===== src/rtl/txd_guard_pkg.sv =====
package txd_guard_pkg;
   localparam int unsigned DEF_HOLD_CLKS = 33;
   localparam int unsigned DEF_LOW_LIMIT = 10;

   typedef struct packed {
      logic armed;
      logic hold_done;
      logic stuck;
   } guard_sts_t;
endpackage


===== src/rtl/txd_guard_hold.sv =====
module txd_guard_hold #(
   parameter int unsigned HOLD_CLKS = 33
) (
   input  logic clk,
   input  logic rst_n,
   input  logic lvr_active,
   output logic hold_done
);
   generate
      if (HOLD_CLKS == 0) begin : g_nohold
         assign hold_done = 1'b1;
      end else begin : g_hold
         localparam int unsigned CW = $clog2(HOLD_CLKS + 1);
         localparam logic [CW-1:0] LIM = CW'(HOLD_CLKS);
         logic [CW-1:0] cnt_q;
         always_ff @(posedge clk or negedge rst_n) begin
            if (!rst_n)              cnt_q <= LIM;
            else if (lvr_active)     cnt_q <= '0;
            else if (cnt_q != LIM)   cnt_q <= cnt_q + 1'b1;
         end
         assign hold_done = (cnt_q == LIM);
      end
   endgenerate
endmodule


===== src/rtl/txd_guard_lowrun.sv =====
module txd_guard_lowrun #(
   parameter int unsigned LOW_LIMIT = 10
) (
   input  logic clk,
   input  logic rst_n,
   input  logic normal_mode,
   input  logic tx_in,
   output logic stuck
);
   localparam int unsigned CW = $clog2(LOW_LIMIT + 1);
   localparam logic [CW-1:0] LIM = CW'(LOW_LIMIT);
   logic [CW-1:0] run_q;

   always_ff @(posedge clk or negedge rst_n) begin
      if (!rst_n)                      run_q <= '0;
      else if (!normal_mode || tx_in)  run_q <= '0;
      else if (run_q != LIM)           run_q <= run_q + 1'b1;
   end

   assign stuck = (run_q == LIM);
endmodule


===== src/rtl/txd_guard_arm.sv =====
module txd_guard_arm (
   input  logic clk,
   input  logic rst_n,
   input  logic normal_mode,
   input  logic lvr_active,
   input  logic ot_flag,
   input  logic hold_done,
   input  logic tx_in,
   output logic armed
);
   logic kill;
   assign kill = !normal_mode || lvr_active || ot_flag;

   always_ff @(posedge clk or negedge rst_n) begin
      if (!rst_n)                  armed <= 1'b0;
      else if (kill)               armed <= 1'b0;
      else if (tx_in && hold_done) armed <= 1'b1;
   end
endmodule


===== src/rtl/txd_guard.sv =====
module txd_guard
   import txd_guard_pkg::*;
#(
   parameter int unsigned HOLD_CLKS = DEF_HOLD_CLKS,
   parameter int unsigned LOW_LIMIT = DEF_LOW_LIMIT
) (
   input  logic clk,
   input  logic rst_n,
   input  logic tx_in,
   input  logic normal_mode,
   input  logic lvr_active,
   input  logic ot_flag,
   output logic drv_en,
   output logic bus_out
);
   guard_sts_t sts;

   initial begin
      assert (LOW_LIMIT >= 1) else $error("LOW_LIMIT must be at least 1");
      assert (HOLD_CLKS < 65536) else $error("HOLD_CLKS out of range");
   end

   txd_guard_hold #(.HOLD_CLKS(HOLD_CLKS)) u_hold (
      .clk(clk), .rst_n(rst_n), .lvr_active(lvr_active),
      .hold_done(sts.hold_done)
   );

   txd_guard_lowrun #(.LOW_LIMIT(LOW_LIMIT)) u_low (
      .clk(clk), .rst_n(rst_n), .normal_mode(normal_mode), .tx_in(tx_in),
      .stuck(sts.stuck)
   );

   txd_guard_arm u_arm (
      .clk(clk), .rst_n(rst_n), .normal_mode(normal_mode),
      .lvr_active(lvr_active), .ot_flag(ot_flag),
      .hold_done(sts.hold_done), .tx_in(tx_in), .armed(sts.armed)
   );

   assign drv_en  = sts.armed && sts.hold_done && !sts.stuck &&
                    normal_mode && !lvr_active && !ot_flag;
   assign bus_out = drv_en ? tx_in : 1'b1;
endmodule


===== config.mk =====
export PLATFORM = sky130hd
export DESIGN_NAME = txd_guard
export DESIGN_NICKNAME = d
export VERILOG_FILES = /design/src/rtl/txd_guard_pkg.sv /design/src/rtl/txd_guard_hold.sv /design/src/rtl/txd_guard_lowrun.sv /design/src/rtl/txd_guard_arm.sv /design/src/rtl/txd_guard.sv
export SDC_FILE = /design/constraint.sdc
export NUM_CORES = 1
export LEC_CHECK = 0
export BUFFER_PORTS_ARGS = -buffer_cell sky130_fd_sc_hd__buf_2
export CORE_AREA = 2 2 39 41
export CTS_BUF_LIST = sky130_fd_sc_hd__clkbuf_16
export CTS_CLUSTER_DIAMETER = 40
export CTS_CLUSTER_SIZE = 40
export DETAILED_ROUTE_END_ITERATION = 7
export DIE_AREA = 0 0 41 43
export SLEW_MARGIN = 20
export SYNTH_ARGS = -nofsm -noshare
export SYNTH_HDL_FRONTEND = slang
export SYNTH_SLANG_ARGS = --single-unit

===== constraint.sdc =====
create_clock -name clk -period 2.5 [get_ports clk]
set_clock_uncertainty 0.2 [all_clocks]
set_input_delay 0.25 -clock clk [delete_from_list [all_inputs] [get_ports clk]]
set_output_delay 0.25 -clock clk [all_outputs]
set_load 0.005 [all_outputs]

==> Yosys cells after proc, flatten, opt, wreduce, memory -nomap -nowiden <==
Index checks and enable logic that the tools add are counted.
{ "classes": {"mul": 0, "n_shift": 0, "mux": 7, "addsub": 2, "div": 0, "eq_ne": 4, "reduce_logical": 16, "bitwise_logic": 0, "magnitude_cmp": 0} }
{ "ops": {"columns": ["op", "n"], "rows": [
  ["2-to-1 mux 6 bit", 2],
  ["2-to-1 mux 4 bit", 2],
  ["adder 6 x 1 -> 6 bit, second input constant", 1],
  ["== test 6 bit, second input constant", 1],
  ["logical AND 1 bit", 6],
  ["inequality test 6 bit, second input constant", 1],
  ["nonzero test 2 bit", 3],
  ["adder 4 x 1 -> 4 bit, second input constant", 1],
  ["== test 4 bit, second input constant", 1],
  ["zero test 1 bit", 4],
  ["inequality test 4 bit, second input constant", 1],
  ["logical OR 1 bit", 3],
  ["2-to-1 mux 1 bit", 3]
]} }
{ "word_totals": {"input_bits": 6, "reg_bits": 11, "wordCells": 32, "mem_bits_ro": 0, "mem_count": 0, "out_inout_bits": 2, "ramBits": 0, "latch_bits": 0} }

==> Logic depth before layout (Yosys ltp) <==
{ "depth": {"word_depth": 7, "depth_mapped": 5, "depth_no_buf": 5} }

==> Modules after synthesis <==
Synthesis repeated with hierarchy kept, for this count alone.
{ "unflattened": {"hier_cells": 61, "hier_area_um2": 673.1} }
{ "modules_own_cells": {"columns": ["mod", "n_inst", "area_per_inst_um2", "cells_each", "seq_area_each_um2"], "rows": [
  ["txd_guard_hold", 1, 341.6, 34, 152.6],
  ["txd_guard_lowrun", 1, 265.3, 21, 100.1],
  ["txd_guard_arm", 1, 45.0, 3, 25.0],
  ["txd_guard", 1, 21.3, 3, 0.0]
]} }

==> Least setup slack after synthesis <==
Ideal clock, no wire load.
{ "synth_timing": {"path_kind": "reg2out", "startpoint": "register u_hold.g_hold.cnt_q[0]", "endpoint": "output port bus_out", "path_stages_with_launch": 5, "slack_ps": 460, "arrival_ps": 1590, "required_ps": 2050, "path_buffers": 0, "cell_sequence": "dfstp_2 ha_1 nand4bb_4 or2_4 or4_4"} }
{ "synth_via": {"elab_chain_len": 7} }
{ "synth_rtl": {"columns": ["item", "line", "source"], "rows": [
  ["start: declaration", "txd_guard_hold.sv:15", "logic [CW-1:0] cnt_q;"],
  ["start signal: assignment", "txd_guard_hold.sv:19", "else if (cnt_q != LIM) cnt_q <= cnt_q + 1'b1;"],
  ["== test 6 bit", "txd_guard_hold.sv:21", "assign hold_done = (cnt_q == LIM);"],
  ["logical AND 1 bit (3 in series)", "txd_guard.sv:39", "assign drv_en = sts.armed && sts.hold_done && !sts.stuck &&"],
  ["logical AND 1 bit (2 in series)", "txd_guard.sv:40", "normal_mode && !lvr_active && !ot_flag;"],
  ["2-to-1 mux 1 bit", "txd_guard.sv:41", "assign bus_out = drv_en ? tx_in : 1'b1;"],
  ["end: declaration", "txd_guard.sv:14", "output logic bus_out"]
]} }
Every way passes these cells.

==> Worst setup path after layout <==
Ends and elaborated chain as after synthesis.

==> results.yml <==
setup_path:
  crit_path_start: "u_hold.g_hold.cnt_q[0]"
  reg2reg_depth: 4
  endpoint_of_the_worst_register_to_register_path: "u_hold.g_hold.cnt_q[1]"
  worst_setup_path_start_kind: "flip-flop"
  slack_of_the_worst_reg_to_reg_path_ns: 0.85
  critical_path.slowest_cell: "dfstp_2"
  timing.critical_path.to_type: "primary output"
  worst-path-buf-inv: 1
  critical_path_arrival_ns: 1.97
  max_stage_delay_ns: 0.54
  critical-path-top-delay-family: "simple AND/OR/NAND/NOR gates"
  critical_path_class: "reg2out"
  crit_path_max_fanout: 5
  cp_cell_sequence: "ha_2, nand4bb_4, or2_4, or4_4, buf_2"
  crit_required_ns: 2.05
  r2r-start: "u_hold.g_hold.cnt_q[0]"
yosys:
  number_of_warnings_printed_during_yosys_synthesis: 0
  netlist_instances: 58
  synth.distinct_cells: 23
  netlist_area_sq_um: 599
  seq_area_frac_synth_pct: 46.3
  syn_area_per_cell_sq_um: 10.3
  synth_nets: 68
  synth_seq_cells: 11
pwr:
  cellLeakagePower_nw: 0.322
  power_report.internal_total_mw: 0.410
  vdd_ir_drop_max_v: 0.000389
  netSwitchingPower_mw: 0.100
  netSwitchingFraction_pct: 19.6
  power-per-cell-area_mw_per_mm2: 680
  power.share.combinational_pct: 5.8
  seq_power_share_pct: 37.7
  pwr-share-clk_pct: 56.5
final_layout:
  post_route_cells_drive_above_1_share_pct: 24.3
  areaGrowthSynthToFinish_pct: 25.1
  sequential_standard_cell_area_sq_um: 278
  n_antenna_cell: 0
  multiInputGateArea_sq_um: 313
  final_standard_cell_count_with_taps_included_and_fillers_excluded: 86
  stdcell_area_sq_um: 749
  final.fill_count: 124
  nets: 81
grt:
  gr-usage-all-layers_pct: 17.4
  antenna_found_initial: 0
  first_global_vias: 456
  grt.overflow.total: 0
  grt_start_max_net_pins: 12
  grt_first_pass_wirelength_microns: 1930
floorplan:
  design.die.area_sq_mm: 0.00176
  number_of_rows_created_at_floorplan: 14
  fp.dieW_microns: 41
  coreArea_sq_mm: 0.00138
  ioPinCount: 8
  initial_utilization_pct: 43.3
  die_y_microns: 43
clocking:
  cts_tree: "built"
  number_of_levels_the_h_tree_was_split_into: 1
  clock_sinks: 11
  clkTransAtPathRegs_ns: 0.04
  clk-insertion-delay-late_ns: 0.24
  clockBufferDepth: 2
  root_buffer: "clkbuf_16"
  cts_made_buffers: 3
place:
  port-buffer-count: 7
  place_congestion: 0.651
  post_dp_cell_area_sq_um: 651
  dp_hpwl_microns: 747
  placed_cells_incl_taps: 80
sta:
  fmaxAchievable_ghz: 0.412
  setup-violations-final: 0
  rsz0062_at_grt: "no"
  final.min_clock_period_ns: 2.42
  setup_total_negative_slack_ns: 0
  layout_worst_path_cycle_share_pct: 97.0
  tightestPinTransition_ns: 0.253
  maxSlewViolCount: 0
  finalHoldViolCount: 0
  slew-limit-headroom_pct: 83.1
detailed_routing:
  post_route_drc_violation_count: 0
  drt-total-wl_microns: 1030
  vias_per_cell: 4.91
  drt_first_iter_violations: 1
  drt_first_pass_iters: 2
  wl_per_cell_microns: 12.0
  route.vias.total: 422
  antenna_violating_nets_left: 0
hold_path:
  hold_path_end: "u_hold.g_hold.cnt_q[0]"
  hold_path_class: "in2reg"
  hold-path-cell-count: 2
  hold_path_startpoint: "lvr_active"
outcome:
  status: "finished clean"
run:
  total_of_max_cap_violations: 0
[routing by layer]
layer	part of all wire, %	wire length [microns]	up-vias	GRT usage [%]
li1	-	-	225	-
met1	45	467	189	20.9
met2	47	485	4	22.8
met3	3.3	34	4	6.28
met4	4.4	46	0	16.0
met5	0	0	-	0
[registers in the layout, summed over array words and instances (netlist names)]
name and cells:
u_arm.armed 1, u_hold.g_hold.cnt_q 6, u_low.run_q 4
[worst register-to-register path, stage by stage (launching register included)]
cell       delay, ns
dfstp_2         0.54
ha_2            0.19
nand4bb_4       0.14
or2_4           0.27
a211oi_1        0.22
[final cells by class]
class,count,area share (%)
Timing Repair Buffer,9,7.01
Multi-Input combinational cell,44,41.7
Clock buffer,3,10.0
Inverter,2,1.00
Clock inverter,1,0.501
Tap cell,16,2.67
Sequential cell,11,37.1
[cells in the final DEF, fill, tap and decap left out]
master | netlist | final
clkbuf_16 | 0 | 3
dlygate4sd3_1 | 0 | 1
xor2_1 | 3 | 3
xnor2_1 | 2 | 2
buf_4 | 0 | 1
nor2_1 | 7 | 7
dfstp_2 | 2 | 2
or4_4 | 1 | 1
nor3b_1 | 1 | 1
nand3b_1 | 2 | 2
dfrtp_1 | 9 | 9
o21bai_1 | 1 | 1
ha_1 | 4 | 3
nand4bb_4 | 1 | 1
inv_1 | 2 | 3
o21ai_1 | 1 | 1
nor4_1 | 1 | 1
a21oi_1 | 1 | 1
nand2b_1 | 3 | 3
buf_2 | 0 | 7
o21a_1 | 1 | 1
nand2_1 | 4 | 4
or2_4 | 1 | 1
nor3_1 | 5 | 5
ha_2 | 0 | 1
nand3_1 | 3 | 3
a211oi_1 | 2 | 2
[per-stage QoR]
| stage | power [mW] | hold slack (ns) | util (%) | worst slack [ns] |
|---|---|---|---|---|
| floorplan | 0.210 | -0.246 | - | 0.460 |
| global placement | 0.222 | -0.0651 | 47.0 | 0.309 |
| detailed placement | 0.222 | -0.0607 | 47.0 | 0.287 |
| CTS | 0.517 | 0.0455 | 53.4 | 0.0274 |
| global route | 0.535 | 0.0754 | 54.2 | 0.0184 |
| finish | 0.510 | 0.0422 | 54.2 | 0.0757 |
[power groups by stage]
stage	clock network (mW)	registers, mW	logic [mW]
final	0.288	0.192	0.0296
after global routing	0.306	0.194	0.0351
after CTS	0.296	0.193	0.0278
after detailed placement	0	0.195	0.0265
after global placement	0	0.195	0.0266
after floorplan	0	0.194	0.0164
[Yosys cell counts]
cell type,instances,area [sq um]
dfrtp_1,9,225
nor2_1,7,26.3
nor3_1,5,25.0
ha_1,4,50.1
nand2_1,4,15.0
nand2b_1,3,18.8
nand3_1,3,15.0
xor2_1,3,26.3
a211oi_1,2,15.0
dfstp_2,2,52.6
inv_1,2,7.51
nand3b_1,2,15.0
xnor2_1,2,17.5
a21oi_1,1,5.00
clkbuf_1,1,3.75
nand4bb_4,1,27.5
nor3b_1,1,7.51
nor4_1,1,6.26
o21a_1,1,7.51
o21ai_1,1,5.00
o21bai_1,1,7.51
or2_4,1,8.76
or4_4,1,11.3
[how the worst max path moves through the flow]
stage / slack, ns / cells past startpoint / to
2_1_floorplan: 0.46 / 4 / bus_out
3_3_place_gp: 0.31 / 5 / bus_out
3_5_place_dp: 0.29 / 5 / bus_out
4_1_cts: 0.03 / 5 / bus_out
5_1_grt: 0.02 / 5 / bus_out
6_report: 0.08 / 5 / bus_out
[cells by family after synthesis]
family	count (synthesis)	share of synthesized area, %
xor+xnor	5	7.31
compound gates	6	6.68
fa+ha+maj	4	8.35
buf+inv	3	1.88
simple gates	29	29.4
flops	11	46.3
[what timing repair did]
| item | 4_1_cts | 5_1_grt |
|---|---|---|
| hold buffers | 1 | 0 |
| setup buffers | 0 | 1 |
| endpoints found under the hold margin | 11 | 0 |
| gates resized for setup | 0 | 1 |
| setup endpoints to repair | 0 | 1 |
Power figures use the tool's default switching activity.
